File: src/rtl/exp_map_pkg.sv
`timescale 1ns/1ps
package exp_map_pkg;
  localparam int CODE_W_D = 10;
  localparam int FRAC_W_D = 6;
  localparam int OUT_W_D  = 16;
  localparam int RS_W_D   = 3;

  typedef enum logic {
    MAP_TABLE  = 1'b0,
    MAP_LINEAR = 1'b1
  } map_mode_e;

  // Elaboration-time value of one fractional power: 2^(out_w-1) * 2^(k/2^frac_w), rounded.
  function automatic int frac_power(int k, int frac_w, int out_w);
    real scale;
    real ratio;
    scale = 2.0 ** (out_w - 1);
    ratio = 2.0 ** (real'(k) / real'(1 << frac_w));
    return $rtoi(scale * ratio + 0.5);
  endfunction
endpackage

File: src/rtl/exp_frac_rom.sv
`timescale 1ns/1ps
module exp_frac_rom
  import exp_map_pkg::*;
#(
  parameter int FRAC_W = FRAC_W_D,
  parameter int OUT_W  = OUT_W_D
) (
  input  logic [FRAC_W-1:0] idx,
  output logic [OUT_W-1:0]  entry
);
  localparam int N_ENT = 1 << FRAC_W;

  logic [OUT_W-1:0] rom [N_ENT];

  generate
    for (genvar k = 0; k < N_ENT; k++) begin : g_ent
      localparam logic [OUT_W-1:0] ENT_VAL = OUT_W'(frac_power(k, FRAC_W, OUT_W));
      assign rom[k] = ENT_VAL;
    end
  endgenerate

  assign entry = rom[idx];

  // every entry lies in [2^(OUT_W-1), 2^OUT_W)
  always_comb begin
    p_entry_msb_r3: assert (entry[OUT_W-1] == 1'b1);
  end
endmodule

File: src/rtl/exp_map_decode.sv
`timescale 1ns/1ps
module exp_map_decode
  import exp_map_pkg::*;
#(
  parameter int CODE_W = CODE_W_D,
  parameter int FRAC_W = FRAC_W_D,
  parameter int OUT_W  = OUT_W_D,
  parameter int RS_W   = RS_W_D
) (
  input  logic                       clk,
  input  logic                       rst_n,
  input  logic                       in_valid,
  input  logic [CODE_W-1:0]          in_code,
  input  map_mode_e                  in_mode,
  input  logic [RS_W-1:0]            in_rs,
  output logic                       s1_valid,
  output map_mode_e                  s1_mode,
  output logic [CODE_W-FRAC_W-1:0]   s1_exp,
  output logic [FRAC_W-1:0]          s1_off,
  output logic [OUT_W-1:0]           s1_entry,
  output logic [RS_W-1:0]            s1_rs
);
  localparam int EXP_W  = CODE_W - FRAC_W;
  localparam int RS_MAX = FRAC_W;

  logic [EXP_W-1:0]  code_exp;
  logic [FRAC_W-1:0] code_off;
  logic [OUT_W-1:0]  rom_entry;
  logic [RS_W-1:0]   rs_clamped;

  assign code_exp   = in_code[CODE_W-1:FRAC_W];
  assign code_off   = in_code[FRAC_W-1:0];
  assign rs_clamped = (in_rs > RS_W'(RS_MAX)) ? RS_W'(RS_MAX) : in_rs;

  exp_frac_rom #(.FRAC_W(FRAC_W), .OUT_W(OUT_W)) u_rom (
    .idx   (code_off),
    .entry (rom_entry)
  );

  always_ff @(posedge clk or negedge rst_n) begin
    if (!rst_n) begin
      s1_valid <= 1'b0;
      s1_mode  <= MAP_TABLE;
      s1_exp   <= '0;
      s1_off   <= '0;
      s1_entry <= '0;
      s1_rs    <= '0;
    end else begin
      s1_valid <= in_valid;
      if (in_valid) begin
        s1_mode  <= in_mode;
        s1_exp   <= code_exp;
        s1_off   <= code_off;
        s1_entry <= rom_entry;
        s1_rs    <= rs_clamped;
      end
    end
  end

  // the registered fields put back together give the sampled code
  p_code_split_r2: assert property (@(posedge clk) disable iff (!rst_n)
    in_valid |=> ({s1_exp, s1_off} == $past(in_code)));

  // the split handed to the scale stage never exceeds the field width
  p_rs_range_r6: assert property (@(posedge clk) disable iff (!rst_n)
    in_valid |=> (s1_rs <= RS_W'(RS_MAX)));

  // the mode follows the transfer it came with
  p_mode_per_beat_r10: assert property (@(posedge clk) disable iff (!rst_n)
    in_valid |=> (s1_mode == $past(in_mode)));
endmodule

File: src/rtl/exp_map_scale.sv
`timescale 1ns/1ps
module exp_map_scale
  import exp_map_pkg::*;
#(
  parameter int CODE_W = CODE_W_D,
  parameter int FRAC_W = FRAC_W_D,
  parameter int OUT_W  = OUT_W_D,
  parameter int RS_W   = RS_W_D
) (
  input  logic                       clk,
  input  logic                       rst_n,
  input  logic                       s1_valid,
  input  map_mode_e                  s1_mode,
  input  logic [CODE_W-FRAC_W-1:0]   s1_exp,
  input  logic [FRAC_W-1:0]          s1_off,
  input  logic [OUT_W-1:0]           s1_entry,
  input  logic [RS_W-1:0]            s1_rs,
  output logic                       out_valid,
  output logic [OUT_W-1:0]           out_value
);
  localparam int EXP_W  = CODE_W - FRAC_W;
  localparam int TOP_SH = OUT_W - 1;
  localparam int WIDE   = OUT_W + 1;
  localparam int PROD_W = WIDE + FRAC_W;

  function automatic logic [OUT_W-1:0] table_value(logic [OUT_W-1:0] ent,
                                                   logic [EXP_W-1:0] e);
    return ent >> (TOP_SH - int'(e));
  endfunction

  function automatic logic [OUT_W-1:0] linear_value(logic [EXP_W-1:0]  e,
                                                    logic [FRAC_W-1:0] off,
                                                    logic [RS_W-1:0]   rs);
    logic [WIDE-1:0]   pow2;
    logic [WIDE-1:0]   step;
    logic [FRAC_W-1:0] part;
    logic [PROD_W-1:0] sum;
    pow2 = WIDE'(1) << e;
    step = pow2 >> rs;
    part = off >> (FRAC_W - int'(rs));
    sum  = PROD_W'(step) * PROD_W'(part) + PROD_W'(pow2);
    return sum[OUT_W-1:0];
  endfunction

  logic [OUT_W-1:0] tbl_res;
  logic [OUT_W-1:0] lin_res;
  logic [OUT_W-1:0] next_value;

  assign tbl_res    = table_value(s1_entry, s1_exp);
  assign lin_res    = linear_value(s1_exp, s1_off, s1_rs);
  assign next_value = (s1_mode == MAP_LINEAR) ? lin_res : tbl_res;

  always_ff @(posedge clk or negedge rst_n) begin
    if (!rst_n) begin
      out_valid <= 1'b0;
      out_value <= '0;
    end else begin
      out_valid <= s1_valid;
      if (s1_valid) out_value <= next_value;
    end
  end

  // every result sits inside its own power-of-two segment
  p_segment_r9: assert property (@(posedge clk) disable iff (!rst_n)
    s1_valid |=> ((out_value >> $past(s1_exp)) == OUT_W'(1)));

  // with nothing arriving, the output value holds
  p_hold_r7: assert property (@(posedge clk) disable iff (!rst_n)
    !s1_valid |=> $stable(out_value));
endmodule

File: src/rtl/exp_map.sv
`timescale 1ns/1ps
module exp_map
  import exp_map_pkg::*;
#(
  parameter int CODE_W = CODE_W_D,
  parameter int FRAC_W = FRAC_W_D,
  parameter int OUT_W  = OUT_W_D,
  parameter int RS_W   = RS_W_D
) (
  input  logic              clk,
  input  logic              rst_n,
  input  logic              in_valid,
  input  logic [CODE_W-1:0] in_code,
  input  logic              in_mode,
  input  logic [RS_W-1:0]   in_rshift,
  output logic              out_valid,
  output logic [OUT_W-1:0]  out_value
);
  localparam int EXP_W = CODE_W - FRAC_W;

  map_mode_e         mode_in;
  logic              s1_valid;
  map_mode_e         s1_mode;
  logic [EXP_W-1:0]  s1_exp;
  logic [FRAC_W-1:0] s1_off;
  logic [OUT_W-1:0]  s1_entry;
  logic [RS_W-1:0]   s1_rs;

  assign mode_in = map_mode_e'(in_mode);

  exp_map_decode #(.CODE_W(CODE_W), .FRAC_W(FRAC_W), .OUT_W(OUT_W), .RS_W(RS_W)) u_decode (
    .clk      (clk),
    .rst_n    (rst_n),
    .in_valid (in_valid),
    .in_code  (in_code),
    .in_mode  (mode_in),
    .in_rs    (in_rshift),
    .s1_valid (s1_valid),
    .s1_mode  (s1_mode),
    .s1_exp   (s1_exp),
    .s1_off   (s1_off),
    .s1_entry (s1_entry),
    .s1_rs    (s1_rs)
  );

  exp_map_scale #(.CODE_W(CODE_W), .FRAC_W(FRAC_W), .OUT_W(OUT_W), .RS_W(RS_W)) u_scale (
    .clk       (clk),
    .rst_n     (rst_n),
    .s1_valid  (s1_valid),
    .s1_mode   (s1_mode),
    .s1_exp    (s1_exp),
    .s1_off    (s1_off),
    .s1_entry  (s1_entry),
    .s1_rs     (s1_rs),
    .out_valid (out_valid),
    .out_value (out_value)
  );

  // a transfer always comes out two edges later
  p_latency_r7: assert property (@(posedge clk) disable iff (!rst_n)
    in_valid |-> ##2 out_valid);

  // no result without a transfer two edges earlier
  p_no_spurious_r7: assert property (@(posedge clk) disable iff (!rst_n)
    out_valid |-> $past(in_valid, 2));
endmodule

File: config.mk
export PLATFORM = sky130hd
export DESIGN_NAME = exp_map
export DESIGN_NICKNAME = d
export VERILOG_FILES = /design/src/rtl/exp_map_pkg.sv /design/src/rtl/exp_frac_rom.sv /design/src/rtl/exp_map_decode.sv /design/src/rtl/exp_map_scale.sv /design/src/rtl/exp_map.sv
export SDC_FILE = /design/constraint.sdc
export NUM_CORES = 1
export LEC_CHECK = 0
export BUFFER_PORTS_ARGS = -buffer_cell sky130_fd_sc_hd__buf_2
export CAP_MARGIN = 0
export CELL_PAD_IN_SITES_DETAIL_PLACEMENT = 0
export CELL_PAD_IN_SITES_GLOBAL_PLACEMENT = 1
export CORE_UTILIZATION = 35
export DETAILED_ROUTE_END_ITERATION = 16
export PLACE_DENSITY = 0.75
export SETUP_SLACK_MARGIN = 0.4
export SLEW_MARGIN = 20
export SYNTH_ARGS = -nofsm -noshare
export SYNTH_HDL_FRONTEND = slang
export SYNTH_SLANG_ARGS = --single-unit
File: constraint.sdc
create_clock -name clk -period 13.7 [get_ports clk]
set_input_delay 3.425 -clock clk [delete_from_list [all_inputs] [get_ports clk]]
set_output_delay 3.425 -clock clk [all_outputs]
set_load 0.01 [all_outputs]
=== After elaboration in Yosys (flattened, before gate mapping) ===
Memories as Yosys holds them, arrays and structs flattened. A register that Yosys moved wholly into a read port is not among the register bits.
Cells that the tools add are included.

* Register bits: 32
* Memory bits (read-only): 1024
* Input bits: 17
* Output and inout bits: 17
* Logic and storage cells: 21
* Memories kept: 1

* $add $sub $neg: 3
* $mul: 1
* Magnitude comparators: 1
* Shift-type cells: 4
* Mux-type cells: 2
* Bitwise operators: 1
* Reduce and logical (&&, ||, !) cells: 1

{| class="wikitable"
|+ Memories
! name !! depth !! bits a word !! rd ports !! clocked after memory_dff !! wr ports !! RTL line !! text
|-
| (no name shown) || 64 || 16 || 1 || 1 || 0 || exp_frac_rom.sv:22 || <nowiki>assign entry = rom[idx];</nowiki>
|}

{| class="wikitable"
|+ Operators with widths
! cell !! count
|-
| right shift 16 x 32 -> 16 bit || 1
|-
| right shift 6 x 32 -> 6 bit || 1
|-
| multiplier 17 x 6 -> 16 bit || 1
|-
| left shift 1 x 4 -> 17 bit (first input constant) || 1
|-
| right shift 17 x 3 -> 17 bit || 1
|-
| adder 16 bit || 1
|-
| 2-to-1 mux 16 bit || 1
|-
| inverter 6 -> 7 bit || 1
|-
| subtractor 4 x 4 -> 5 bit (first input constant) || 1
|-
| subtractor 3 x 3 -> 4 bit (first input constant) || 1
|-
| > comparator 3 bit (second input constant) || 1
|-
| 2-to-1 mux 3 bit || 1
|-
| zero test 1 bit || 1
|}

=== Logic depth before layout (Yosys ltp) ===
Gate-level depths: netlist (run 1).

* Word-level depth: 5
* Mapped depth: 23

=== Hierarchy ===
Synthesis (run 1) repeated with hierarchy kept, for this count alone.

* Cell total of the unflattened synthesis: 871
* Area total of the unflattened synthesis: 7452.1 um^2

{| class="wikitable"
|+ Modules (own cells, without submodules)
! module !! instances !! cells an instance !! area each (um^2) !! seq. area each (um^2)
|-
| exp_map_scale || 1 || 562 || 4541.9 || 425.4
|-
| exp_frac_rom || 1 || 244 || 1642.8 || 0.0
|-
| exp_map_decode || 1 || 65 || 1267.5 || 775.7
|}

=== Worst setup path after synthesis (run 1) ===
OpenSTA, ideal clock, no wires.

* Path type: register to register
* Start: reg u_decode.s1_rs[1]
* End: reg u_scale.out_value[15]
* Arrival: 5.654 ns
* Slack: 7.978 ns
* Cell stages (with the launch flop): 20
* Path through: dfrtp_1 ha_1 mux4_2 nor2b_1 a311oi_2 o21bai_1 buf_2 nor2_1 fa_1 fa_1 fa_1 fa_1 ha_1 o21ai_0 a21oi_1 a211oi_1 a211o_1 nand3_1 a211o_1 nand3_1

* Longest elaborated chain between the ends: 5
* Elaborated cells on any way between the ends: 6
* Those cells by class: 2 x add/sub; 1 x mul; 2 x shift; 1 x mux

{| class="wikitable"
|+ RTL lines
! element !! RTL line !! text
|-
| start, declared || exp_map_decode.sv:21 || <nowiki>output logic [RS_W-1:0] s1_rs</nowiki>
|-
| start signal, assigned || exp_map_decode.sv:55 || <nowiki>s1_rs <= rs_clamped;</nowiki>
|-
| subtractor 3 x 3 -> 4 bit || exp_map_scale.sv:40 || <nowiki>part = off >> (FRAC_W - int'(rs));</nowiki>
|-
| right shift 6 x 32 -> 6 bit || exp_map_scale.sv:40 ||
|-
| multiplier 17 x 6 -> 16 bit * || exp_map_scale.sv:41 || <nowiki>sum = PROD_W'(step) * PROD_W'(part) + PROD_W'(pow2);</nowiki>
|-
| adder 16 bit * || exp_map_scale.sv:41 ||
|-
| 2-to-1 mux 16 bit * || exp_map_scale.sv:51 || <nowiki>assign next_value = (s1_mode == MAP_LINEAR) ? lin_res : tbl_res;</nowiki>
|-
| end signal, assigned || exp_map_scale.sv:59 || <nowiki>if (s1_valid) out_value <= next_value;</nowiki>
|-
| end, declared || exp_map_scale.sv:19 || <nowiki>output logic [OUT_W-1:0] out_value</nowiki>
|}

Every way passes the cells marked *; elsewhere a longest branch is shown, timed or not.
A chain may end at the register's enable or synchronous reset.

=== Final worst setup path (run 1) ===
* Start: reg u_decode.s1_exp[3]
* End: reg u_scale.out_value[15]

* Longest elaborated chain between the ends: 5
* Elaborated cells on any way between the ends: 7
* Those cells by class: 2 x add/sub; 1 x mul; 3 x shift; 1 x mux

{| class="wikitable"
|+ RTL lines
! element !! RTL line !! text
|-
| start, declared || exp_map_decode.sv:18 || <nowiki>output logic [CODE_W-FRAC_W-1:0] s1_exp,</nowiki>
|-
| start signal, assigned || exp_map_decode.sv:52 || <nowiki>s1_exp <= code_exp;</nowiki>
|-
| left shift 1 x 4 -> 17 bit || exp_map_scale.sv:38 || <nowiki>pow2 = WIDE'(1) << e;</nowiki>
|-
| right shift 17 x 3 -> 17 bit || exp_map_scale.sv:39 || <nowiki>step = pow2 >> rs;</nowiki>
|-
| multiplier 17 x 6 -> 16 bit || exp_map_scale.sv:41 ||
|-
| adder 16 bit || exp_map_scale.sv:41 ||
|-
| 2-to-1 mux 16 bit * || exp_map_scale.sv:51 ||
|}

Marks and branches as above.

==> out/metrics.csv, run 1 <==
stage,metric,value,unit
final_layout,Final nets,963,
sta,Hold Slack,0.481,ns
sta,period utilization,0.502,
synth,sequential share of the synthesized area,0.170,
synth,Syn Std Cell Area,0.00707,mm^2
synth,synth top area cells,"dfrtp_1 17%, fa_1 16%, nor2_1 7.6%",
final_layout,multi-input logic area,0.00540,mm^2
hold_path,WHS Path Cells,1,
floorplan,Initial Util,0.360,
placement,routability cong.,0.873,
drt,Routed WL per cell,17.4,um
placement,hpwl dp,14500,um
setup_path,WP data required,13.93,ns
setup_path,worst setup path class,reg2reg,
sta,Max-slew headroom,0.393,
sta,Achievable Freq,145,MHz
cts,total CTS buffers,5,
synth,Synth Area in XOR/XNOR,0.0258,
global_routing,Global Route Usage Sum,0.196,
synth,Post-synth EDFFs,0,
global_routing,M2 GR Usage,0.311,
drt,Vias/cell,5.65,
drt,DR DRC count,0,
cts,H-tree Lvls,2,
synth,synth cell count leaders,"144 x nor2_1, 62 x o21ai_0, 57 x fa_1, 57 x nand2_1, 56 x a21oi_1",
cts,post_cts resized,0,
final_layout,layout cells sized above 1,0.114,
synth,"flops & latches, synth",48,
drt,vias,6313,
floorplan,CORE AREA,0.0197,mm^2
global_routing,initial antenna violation count,0,
synth,post-synth cell types,73,
cts,CTS tree,done,
drt,drt pass-1 iters,6,
synth,Ys Warns,0,
synth,post-synthesis compound-gate area fraction,0.221,
synth,leading area contributor after synthesis,dfrtp_1,
cts,Clock Sinks,48,
synth,top-count cell post-synth,nor2_1,
sta,fin. max-slew vios,0,
drt,antenna-violating nets left,0,
global_routing,largest net degree at the start of global routing,60,
global_routing,GRT Max-Usage Layer,met2,
sta,Final Setup Violations,0,
global_routing,vias in the first global route,6147,
cts,Root Buffer,clkbuf_16,
setup_path,Worst Setup Start Kind,flop,
synth,share of the synthesized area in the top cell type,0.170,
power_and_ir_drop,PD cells,76.3,mW/mm^2
sta,Fin. Hold Viols,0,
floorplan,DIE WIDTH,144,um
power_and_ir_drop,Max VDD drop,41.6,uV
final_layout,n_diodes,0,
setup_path,Setup crit end kind,flop,
cts,Post-CTS Setup Inserts,0,
setup_path,crit path DAT,7.11,ns
drt,Detailed Route WL,19500,um
placement,number of port buffers,33,
sta,crit path time final,6.88,ns
synth,mux cell area share after synthesis,0.0961,
sta,Tightest Pin Transition,0.911,ns
floorplan,die area,0.0208,mm^2
floorplan,Die Span Y,144,um
global_routing,first-pass GRT wire length,32400,um
final_layout,FF+latch area,0.00120,mm^2
synth,ys async rst share,1.00,
global_routing,met3 usage,0.0166,
run_status,outcome,"finished, final reports clean",
sta,worst clock skew,0.0139,ns
sta,RSZ-0062 raised after global routing,false,
global_routing,met1 usage,0.294,
sta,setup TNS,0,ns
cts,maximum buffer depth of the clock tree,2,
floorplan,Top Ports,34,
synth,syn_nets,980,
power_and_ir_drop,leakage,0.00325,uW
synth,Cells after Synth,869,
hold_path,Hold/Removal Path Class,reg2reg,
final_layout,fill count,2084,
cts,clock slew at reported path FFs,0.07,ns
synth,Post-Synth Simple-Gate Area,0.195,
drt,first-iteration detailed-routing DRC count,473,
synth,largest family of logic cells by synthesized area,adder cells,
setup_path,worst r2r path cells,21,
cts,CTS Hold Bufs,0,
final_layout,synthesis-to-finish area growth,5.89,%
synth,Syn Area/Cell,8.13,um^2
global_routing,"Remaining Overflow, GRT",0,
floorplan,# rows,51,
cts,Skew-Pair Late Insertion Delay,0.29,ns
flow_run,Max-Cap Viols,0,
final_layout,fin util,0.381,
setup_path,CP max FO,27,
synth,Post-Synth Adder-Cell Area,0.227,
synth,Main synth FF type,dfrtp_1,
==> metrics by stage <==
| stage | power (uW) | instances | worst slack (ns) | area [um^2] |
|---|---|---|---|---|
| after floorplan | 375 | 869 | 7.98 | 7070 |
| after global placement | 447 | 1110 | 6.96 | 7340 |
| after detailed placement | 449 | 1110 | 6.87 | 7340 |
| after CTS | 574 | 1118 | 6.82 | 7490 |
| after global routing | 615 | 1118 | 6.15 | 7490 |
| final | 571 | 1118 | 6.82 | 7490 |
==> cell families (layout without fill, tap and decap cells) <==
logic type      Yosys count  count (layout)
buf+inv                 110              94
compound gates          242             242
mux                      55              55
xor+xnor                 20              20
flops                    48              48
fa+ha+maj                94              94
simple gates            300             300
==> routing by layer <==
| layer | share of wire | vias up |
|---|---|---|
| li1 | - | 3056 |
| met5 | 0 | - |
| met2 | 0.45 | 157 |
| met3 | 0.035 | 14 |
| met4 | 0.0092 | 0 |
| met1 | 0.50 | 3086 |
==> worst paths after layout <==
path                                               to            startpoint  slack [ns]
worst min register to register   u_scale.out_value[0]  u_scale.out_value[0]        0.48
worst min-delay path             u_scale.out_value[0]  u_scale.out_value[0]        0.48
worst max-delay path            u_scale.out_value[15]    u_decode.s1_exp[3]        6.82
worst max register to register  u_scale.out_value[15]    u_decode.s1_exp[3]        6.82
min in group asynchronous        u_scale.out_value[6]                 rst_n        3.22
max in group asynchronous        u_decode.s1_entry[1]                 rst_n       10.03
==> sequential cells by signal (all words and copies together), names as in the netlist <==
| signal | cells |
|---|---|
| u_decode.s1_entry | 16 |
| u_decode.s1_exp | 4 |
| u_decode.s1_mode | 1 |
| u_decode.s1_off | 6 |
| u_decode.s1_rs | 3 |
| u_decode.s1_valid | 1 |
| u_scale.out_valid | 1 |
| u_scale.out_value | 16 |
==> power breakdown <==
group | switching, uW | internal (uW)
logic | 161 | 103
registers | 23.3 | 160
clock network | 55.5 | 68.4
total | 240 | 331
==> critical path, stage by stage, from the launching register on <==
cell,delay [ns]
dfrtp_1,0.89
inv_1,0.42
nand2_1,0.43
o22ai_1,0.13
a22o_1,0.25
nor2b_1,0.13
a31oi_1,0.45
nor2_1,0.13
fa_1,0.55
inv_1,0.05
fa_1,0.53
inv_1,0.05
fa_1,0.46
fa_1,0.40
ha_1,0.35
o21ai_0,0.28
a21oi_1,0.11
a211oi_1,0.53
a211oi_1,0.19
nor4_1,0.28
o21ai_0,0.11
nand3_1,0.08
==> cell type report <==
cell class,count,share of cell area
Clock inverter,3,0.00301
Inverter,43,0.0216
Multi-Input combinational cell,711,0.722
Tap cell,265,0.0443
Sequential cell,48,0.160
Timing Repair Buffer,43,0.0321
Clock buffer,5,0.0167
==> layout by cell type, fill, tap and decap left out, types with 4 or more instances in the layout <==
| cell | instances |
|---|---|
| a21o_1 | 4 |
| nor3_1 | 28 |
| xor2_1 | 8 |
| nand2_1 | 57 |
| mux2i_1 | 24 |
| dfrtp_1 | 48 |
| xnor2_1 | 11 |
| a211oi_1 | 17 |
| nand3_1 | 13 |
| mux4_2 | 8 |
| o22ai_1 | 7 |
| a22oi_1 | 6 |
| o211ai_1 | 21 |
| o221ai_1 | 4 |
| o31ai_1 | 6 |
| nor2b_1 | 11 |
| or2_2 | 5 |
| a211o_1 | 4 |
| o21ai_0 | 62 |
| inv_1 | 42 |
| mux2_2 | 23 |
| a31oi_1 | 12 |
| nor2_1 | 144 |
| a311oi_1 | 5 |
| buf_4 | 10 |
| ha_1 | 37 |
| and2_1 | 4 |
| nand2b_1 | 11 |
| nand4_1 | 5 |
| fa_1 | 57 |
| a21oi_1 | 56 |
| buf_2 | 33 |
| o21a_1 | 8 |
| clkbuf_16 | 5 |
(Power assumes the default switching activity.)
==> inputs of run 2 (changes only) <==
--- a/config.mk
+++ b/config.mk
@@ -11,7 +11,7 @@
 export CELL_PAD_IN_SITES_GLOBAL_PLACEMENT = 1
 export CORE_UTILIZATION = 35
 export DETAILED_ROUTE_END_ITERATION = 16
-export PLACE_DENSITY = 0.75
+export PLACE_DENSITY = 0.77
 export SETUP_SLACK_MARGIN = 0.4
 export SLEW_MARGIN = 20
 export SYNTH_ARGS = -nofsm -noshare
==> constraint.sdc (replaced) <==
create_clock -name clk -period 6.2 [get_ports clk]
set_input_delay 1.55 -clock clk [delete_from_list [all_inputs] [get_ports clk]]
set_output_delay 1.55 -clock clk [all_outputs]
set_load 0.01 [all_outputs]
==> run 2 against run 1 <==
Via count increased by 2.0%. Cell count rose by 2.8%. Sequential share of layout area is 0.67 points lower. Clock-buffer cell count stayed put. Critical path depth unchanged. Wire length increased by 2.3%. Clock skew decreased by 0.0071 ns. Fmax rose by 23%. First-iteration DRC count up 27%. Core utilization increased by 1.8 points. Highest routed layer unchanged.
==> out/metrics.csv, run 2 (synthesis gave the netlist of run 1 again) <==
stage,metric,value,unit,change
sta,worst clock skew,0.00682,ns,-0.00708 ns
final_layout,Finished Cell Area,0.00784,mm^2,+4.8%
sta,Hold Slack,0.492,ns,+0.0112 ns
power_and_ir_drop,leakage,0.00338,uW,+4.0%
floorplan,Top Ports,34,,unchanged
setup_path,CP max FO,6,,-78%
drt,Vias/cell,5.60,,-0.76%
cts,CTS tree,done,,
global_routing,largest net degree at the start of global routing,59,,-1.7%
setup_path,R2R setup slack,0.63,ns,-6.19 ns
final_layout,fill count,2090,,+0.29%
cts,total CTS buffers,5,,unchanged
final_layout,layout cells sized above 1,0.164,,+0.0503
drt,first-iteration detailed-routing DRC count,602,,+27%
power_and_ir_drop,PD cells,169,mW/mm^2,+120%
final_layout,most frequent cells in the layout,"144 x nor2_1, 59 x o21ai_0, 57 x fa_1",,
drt,Detailed Route WL,19900,um,+2.3%
drt,drt pass-1 iters,6,,unchanged
setup_path,most frequent CP cell,fa_1,,
cts,Clock Sinks,48,,unchanged
floorplan,Initial Util,0.360,,unchanged
drt,Routed WL per cell,17.3,um,-0.45%
sta,RSZ-0062 raised after global routing,false,,
sta,Max-slew headroom,0.380,,-0.0131
setup_path,CP Cell Sequence,"clkbuf_2, buf_4, xnor2_4, and3_2, and3_1, nand2_2, or2_2, fa_1, fa_1, inv_1, fa_1, fa_1, ha_1, o21ai_1, o211ai_1, a211oi_2, buf_4, a211o_1, nand3_1, a211o_1, nand3_1",,
placement,number of port buffers,33,,unchanged
cts,Root Buffer,clkbuf_16,,
global_routing,Global Route Usage Sum,0.197,,+0.000933
floorplan,CORE AREA,0.0197,mm^2,unchanged
global_routing,first-pass GRT wire length,32300,um,-0.17%
placement,pre-CTS setup slack,0.0111,ns,-6.86 ns
placement,routability cong.,0.902,,+3.3%
cts,H-tree Lvls,2,,unchanged
sta,Tightest Pin Transition,0.930,ns,+0.0196 ns
cts,maximum buffer depth of the clock tree,2,,unchanged
sta,crit path time final,5.57,ns,-1.31 ns
sta,fin. max-slew vios,0,,unchanged
global_routing,"Remaining Overflow, GRT",0,,unchanged
setup_path,worst r2r path cells,21,,unchanged
hold_path,WHS Path Cells,1,,unchanged
final_layout,"most common cell after layout, fill and taps aside",nor2_1,,
hold_path,Hold/Removal Path Class,reg2reg,,
floorplan,DIE WIDTH,144,um,unchanged
power_and_ir_drop,Max VDD drop,87.5,uV,+110%
final_layout,synthesis-to-finish area growth,11.0,%,
drt,vias,6439,,+2.0%
cts,Skew-Pair Late Insertion Delay,0.30,ns,about the same
setup_path,Worst Setup Start Kind,flop,,
floorplan,die area,0.0208,mm^2,unchanged
flow_run,Max-Cap Viols,0,,unchanged
cts,clock slew at reported path FFs,0.07,ns,about the same
sta,period utilization,0.899,,+0.396
setup_path,worst setup path class,reg2reg,,
drt,antenna-violating nets left,0,,unchanged
global_routing,vias in the first global route,6098,,-0.80%
final_layout,Top Registers,"u_decode.s1_entry x16, u_scale.out_value x16, u_decode.s1_off x6",,
cts,CTS Hold Bufs,0,,unchanged
run_status,outcome,"finished, final reports clean",,
floorplan,Die Span Y,144,um,unchanged
setup_path,slowest CP cell,fa_1,,
sta,PnR worst setup slack,0.629,ns,-6.19 ns
setup_path,WP data required,6.44,ns,-7.49 ns
drt,DR DRC count,0,,unchanged
floorplan,# rows,51,,unchanged
global_routing,initial antenna violation count,0,,unchanged
setup_path,Setup crit end kind,flop,,
setup_path,CP peak stage delay,0.49,ns,-0.40 ns
sta,Fin. Hold Viols,0,,unchanged
sta,setup TNS,0,ns,unchanged
final_layout,Final nets,994,,+3.2%
placement,hpwl dp,14900,um,+2.6%
setup_path,crit path DAT,5.81,ns,-1.30 ns
sta,Achievable Freq,179,MHz,+23%
sta,Final Setup Violations,0,,unchanged
placement,area post-placement,0.00750,mm^2,+2.1%
final_layout,n_diodes,0,,unchanged
==> run 2: cell count changes in the layout (fill, tap and decap cells not counted), sizes merged <==
| cell | delta |
|---|---|
| inv | -1 |
| clkbuf | +1 |
| buf | +30 |
| clkinv | -1 |
| clkinvlp | +2 |
==> run 2: per-layer routing <==
metal,GRT usage,part of all wire
met5,0,0
met4,0.0370,0.012
met3,0.0189,0.043
met2,0.313,0.46
met1,0.290,0.48
==> run 2: stage by stage <==
stage | total power, uW | util | std cells
final | 1320 | 0.399 | 1149
after global routing | 1420 | 0.399 | 1149
after CTS | 1290 | 0.389 | 1139
after detailed placement | 1020 | 0.381 | 1131
after global placement | 1010 | 0.381 | 1131
after floorplan | 829 | - | 869
==> run 2: final timing paths <==
path,startpoint,endpoint
min reg2reg,u_scale.out_value[0],u_scale.out_value[0]
max in group asynchronous,rst_n,u_decode.s1_exp[2]
min,u_scale.out_value[0],u_scale.out_value[0]
max reg2reg,u_decode.s1_rs[0],u_scale.out_value[15]
max,u_decode.s1_rs[0],u_scale.out_value[15]
min in group asynchronous,rst_n,u_scale.out_value[3]
==> run 2: final cells by class <==
cell class	count	area [um^2]	share of cell area
clock buffer	5	125	0.0160
clock inverter	3	23.8	0.00303
multi-input combinational	711	5520	0.704
sequential	48	1210	0.154
tap	265	332	0.0423
timing repair buffer	74	474	0.0605
inverter	43	161	0.0206
==> run 2: worst max-delay path: cells and delay by family, from the launching register on <==
family	cells	cell delay (ns)
adder cells (fa/ha/maj)	5	2.20
XOR/XNOR	1	0.23
buffers and inverters	4	0.54
flip-flops	1	0.47
AND/OR/NAND/NOR	6	1.06
AO/OA/AOI/OAI	5	1.00
==> run 2: power breakdown <==
group	switching (uW)	total, uW	leakage (uW)	internal (uW)
combinational	385	654	0.00275	269
clock	125	275	0.0000660	150
sequential	38.5	393	0.000563	354
total	548	1320	0.00338	774
==> run 2: repair_timing <==
item,in CTS,in global routing
setup endpoints to repair,3,7
endpoints found under the hold margin,0,0
pin swaps,0,7
setup buffers,0,10
gates resized for setup,4,22
==> inputs of run 3 (changes only) <==
--- a/config.mk
+++ b/config.mk
@@ -5,13 +5,14 @@
 export SDC_FILE = /design/constraint.sdc
 export NUM_CORES = 1
 export LEC_CHECK = 0
+export ABC_AREA = 1
 export BUFFER_PORTS_ARGS = -buffer_cell sky130_fd_sc_hd__buf_2
 export CAP_MARGIN = 0
 export CELL_PAD_IN_SITES_DETAIL_PLACEMENT = 0
 export CELL_PAD_IN_SITES_GLOBAL_PLACEMENT = 1
 export CORE_UTILIZATION = 35
 export DETAILED_ROUTE_END_ITERATION = 16
-export PLACE_DENSITY = 0.77
+export PLACE_DENSITY = 0.8
 export SETUP_SLACK_MARGIN = 0.4
 export SLEW_MARGIN = 20
 export SYNTH_ARGS = -nofsm -noshare
==> run 3 against run 2 <==
Global-route usage rose by 2.0 points. Clock skew shrank 0.00079 ns. Fmax grew 1.7%. Register-to-register slack better by 0.09 ns. Cell count rose by 13%. Non-clock buffer count decreased by 21. Critical path depth grew 6. Sequential cell count is the same. Synthesized area down 2.9%. Clock-buffer cell count unchanged.
==> out/metrics.csv, run 3 <==
stage,metric,value,unit,change
run_status,outcome,"finished, final reports clean",,
power_and_ir_drop,Sw Pwr,808,uW,+47%
power_and_ir_drop,Int Pwr,902,uW,+17%
synth,ys async rst share,1.00,,unchanged
setup_path,CP peak stage delay,0.50,ns,about the same
placement,hpwl dp,16800,um,+13%
floorplan,die area,0.0202,mm^2,-2.8%
sta,Final Setup Violations,0,,unchanged
sta,fin. max-slew vios,0,,unchanged
synth,post-synth cell types,49,,-33%
global_routing,first-pass GRT wire length,34700,um,+7.4%
synth,top-count cell post-synth,nand2_1,,
final_layout,Top Registers,"u_decode.s1_entry x16, u_scale.out_value x16, u_decode.s1_off x6",,
sta,setup TNS,0,ns,unchanged
global_routing,initial antenna violation count,0,,unchanged
drt,antenna-violating nets left,0,,unchanged
drt,vias,6953,,+8.0%
placement,number of port buffers,33,,unchanged
cts,maximum buffer depth of the clock tree,2,,unchanged
setup_path,crit path DAT,5.69,ns,-0.12 ns
power_and_ir_drop,leakage,0.00374,uW,+11%
floorplan,DIE WIDTH,142,um,-1.4%
sta,Achievable Freq,183,MHz,+1.7%
drt,DR DRC count,0,,unchanged
final_layout,synthesis-to-finish area growth,10.6,%,
power_and_ir_drop,Comb power frac,0.585,,+0.090
cts,Skew-Pair Late Insertion Delay,0.29,ns,about the same
cts,H-tree Lvls,2,,unchanged
synth,Ys Warns,0,,unchanged
synth,Syn Std Cell Area,0.00687,mm^2,-2.9%
placement,Placed Cells incl. Taps,1281,,+13%
floorplan,Die Span Y,142,um,-1.4%
synth,Syn Area/Cell,6.69,um^2,-18%
drt,first-iteration detailed-routing DRC count,544,,-9.6%
synth,sequential share of the synthesized area,0.175,,+0.00505
sta,crit path time final,5.48,ns,-0.0917 ns
cts,Root Buffer,clkbuf_16,,
synth,Main synth FF type,dfrtp_1,,
synth,Cells after Synth,1026,,+18%
synth,leading area contributor after synthesis,dfrtp_1,,
power_and_ir_drop,share of power burned in registers,0.235,,-0.062
setup_path,CP max FO,7,,+1
synth,share of the synthesized area in the top cell type,0.175,,+0.00505
power_and_ir_drop,Sw Share,0.473,,+0.0580
cts,total CTS buffers,5,,unchanged
global_routing,largest net degree at the start of global routing,49,,-17%
cts,Clock Sinks,48,,unchanged
setup_path,slowest CP cell,fa_1,,
synth,"flops & latches, synth",48,,unchanged
global_routing,Global Route Usage Sum,0.217,,+0.0200
final_layout,fill count,2046,,-2.1%
power_and_ir_drop,total power,1710,uW,+29%
final_layout,most frequent cells in the layout,"201 x nand2_1, 141 x nor2_1, 114 x inv_1",,
setup_path,most frequent CP cell,nand2_1,,
sta,RSZ-0062 raised after global routing,true,,
power_and_ir_drop,clock network power share,0.180,,-0.028
sta,Max-slew headroom,0.445,,+0.0653
power_and_ir_drop,Max VDD drop,116,uV,+32%
synth,synth top area cells,"dfrtp_1 17%, fa_1 17%, nand2_1 11%",,
final_layout,n_diodes,0,,unchanged
drt,Routed WL per cell,16.5,um,-4.7%
flow_run,Max-Cap Viols,0,,unchanged
setup_path,Worst Setup Start Kind,flop,,
drt,drt pass-1 iters,5,,-1
setup_path,worst setup path class,reg2reg,,
setup_path,Setup crit end kind,flop,,
floorplan,Top Ports,34,,unchanged
synth,Post-synth EDFFs,0,,unchanged
setup_path,WP data required,6.41,ns,-0.03 ns
final_layout,Non-Filler Instances,1297,,+13%
sta,Fin. Hold Viols,0,,unchanged
final_layout,Final nets,1147,,+15%
final_layout,layout cells sized above 1,0.114,,-0.0502
cts,CTS Hold Bufs,0,,unchanged
drt,Detailed Route WL,21400,um,+7.6%
cts,CTS tree,done,,
synth,syn_nets,1137,,+16%
final_layout,"most common cell after layout, fill and taps aside",nand2_1,,
sta,Hold Slack,0.485,ns,-0.00766 ns
floorplan,Initial Util,0.362,,+0.00249
sta,Tightest Pin Transition,0.829,ns,-0.101 ns
power_and_ir_drop,PD cells,225,mW/mm^2,+34%
synth,synth cell count leaders,"203 x nand2_1, 147 x nor2_1, 118 x o21ai_0",,
floorplan,CORE AREA,0.0190,mm^2,-3.6%
global_routing,vias in the first global route,6525,,+7.0%
placement,routability cong.,0.930,,+3.2%
cts,clock slew at reported path FFs,0.07,ns,about the same
sta,period utilization,0.884,,-0.0148
global_routing,"Remaining Overflow, GRT",0,,unchanged
hold_path,Hold/Removal Path Class,reg2reg,,
floorplan,# rows,50,,-2.0%
sta,worst clock skew,0.00603,ns,-0.000792 ns
drt,Vias/cell,5.36,,-4.3%
run 3: path summary, 6_finish.rpt:
kind,start,end,slack (ns),cells after the start
max,u_decode.s1_exp[0],u_scale.out_value[8],0.72,27
min,u_scale.out_value[3],u_scale.out_value[3],0.48,2
max reg2reg,u_decode.s1_exp[0],u_scale.out_value[8],0.72,27
min reg2reg,u_scale.out_value[3],u_scale.out_value[3],0.48,2
max in group asynchronous,rst_n,u_decode.s1_exp[1],4.47,1
min in group asynchronous,rst_n,u_decode.s1_entry[12],1.28,1
run 3: logic make-up after synthesis:
family / share of synthesized area
buffers and inverters: 0.104
xor gates and xnor gates: 0.00766
AOI/OAI and AO/OA: 0.204
adders and majority gates: 0.234
muxes: 0.00437
DFF: 0.175
and+or+nand+nor: 0.271
run 3: area by class of cell:
cell class	count	area (um^2)	area share
Multi-Input combinational cell	800	5080	0.669
Timing Repair Buffer	53	322	0.0423
Sequential cell	48	1210	0.159
Clock buffer	5	125	0.0165
Tap cell	260	325	0.0428
Inverter	128	488	0.0643
Clock inverter	3	42.5	0.00560
run 3: timing repair:
item | in CTS | in global routing
setup endpoints to repair | 5 | 10
gates resized for setup | 17 | 40
pin swaps | 0 | 1
setup buffers | 0 | 8
run 3: metrics by stage:
| stage | area, um^2 | util | worst slack, ns |
|---|---|---|---|
| final | 7590 | 0.401 | 0.721 |
| after global routing | 7590 | 0.401 | 0.387 |
| after detailed placement | 7210 | 0.380 | 0.157 |
| after floorplan | 6870 | - | 1.07 |
| after CTS | 7420 | 0.391 | 0.442 |
| after global placement | 7210 | 0.380 | 0.167 |
run 3: power groups by stage:
stage	clock network, uW	registers, uW	logic, uW
after detailed placement	0	409	951
final	309	402	1000
after global routing	326	411	1120
after CTS	315	404	962
after floorplan	0	407	683
after global placement	0	408	946
run 3: metal layers:
layer  vias up  share of wire  wire length [um]  track usage
met4         0          0.012               255       0.0390
met3        19          0.057              1210       0.0279
li1       3399              -                 -            -
met2       237           0.46              9830        0.353
met5         -              0                 0            0
met1      3298           0.47             10100        0.310
run 3: worst max-delay path: cells and delay by family, from the launching register on:
kind                       cells  cell delay [ns]
and+or+nand+nor                9             0.91
adders and majority gates      5             2.30
AOI/OAI and AO/OA              7             1.05
xor gates and xnor gates       1             0.22
buffers and inverters          5             0.48
DFF                            1             0.44
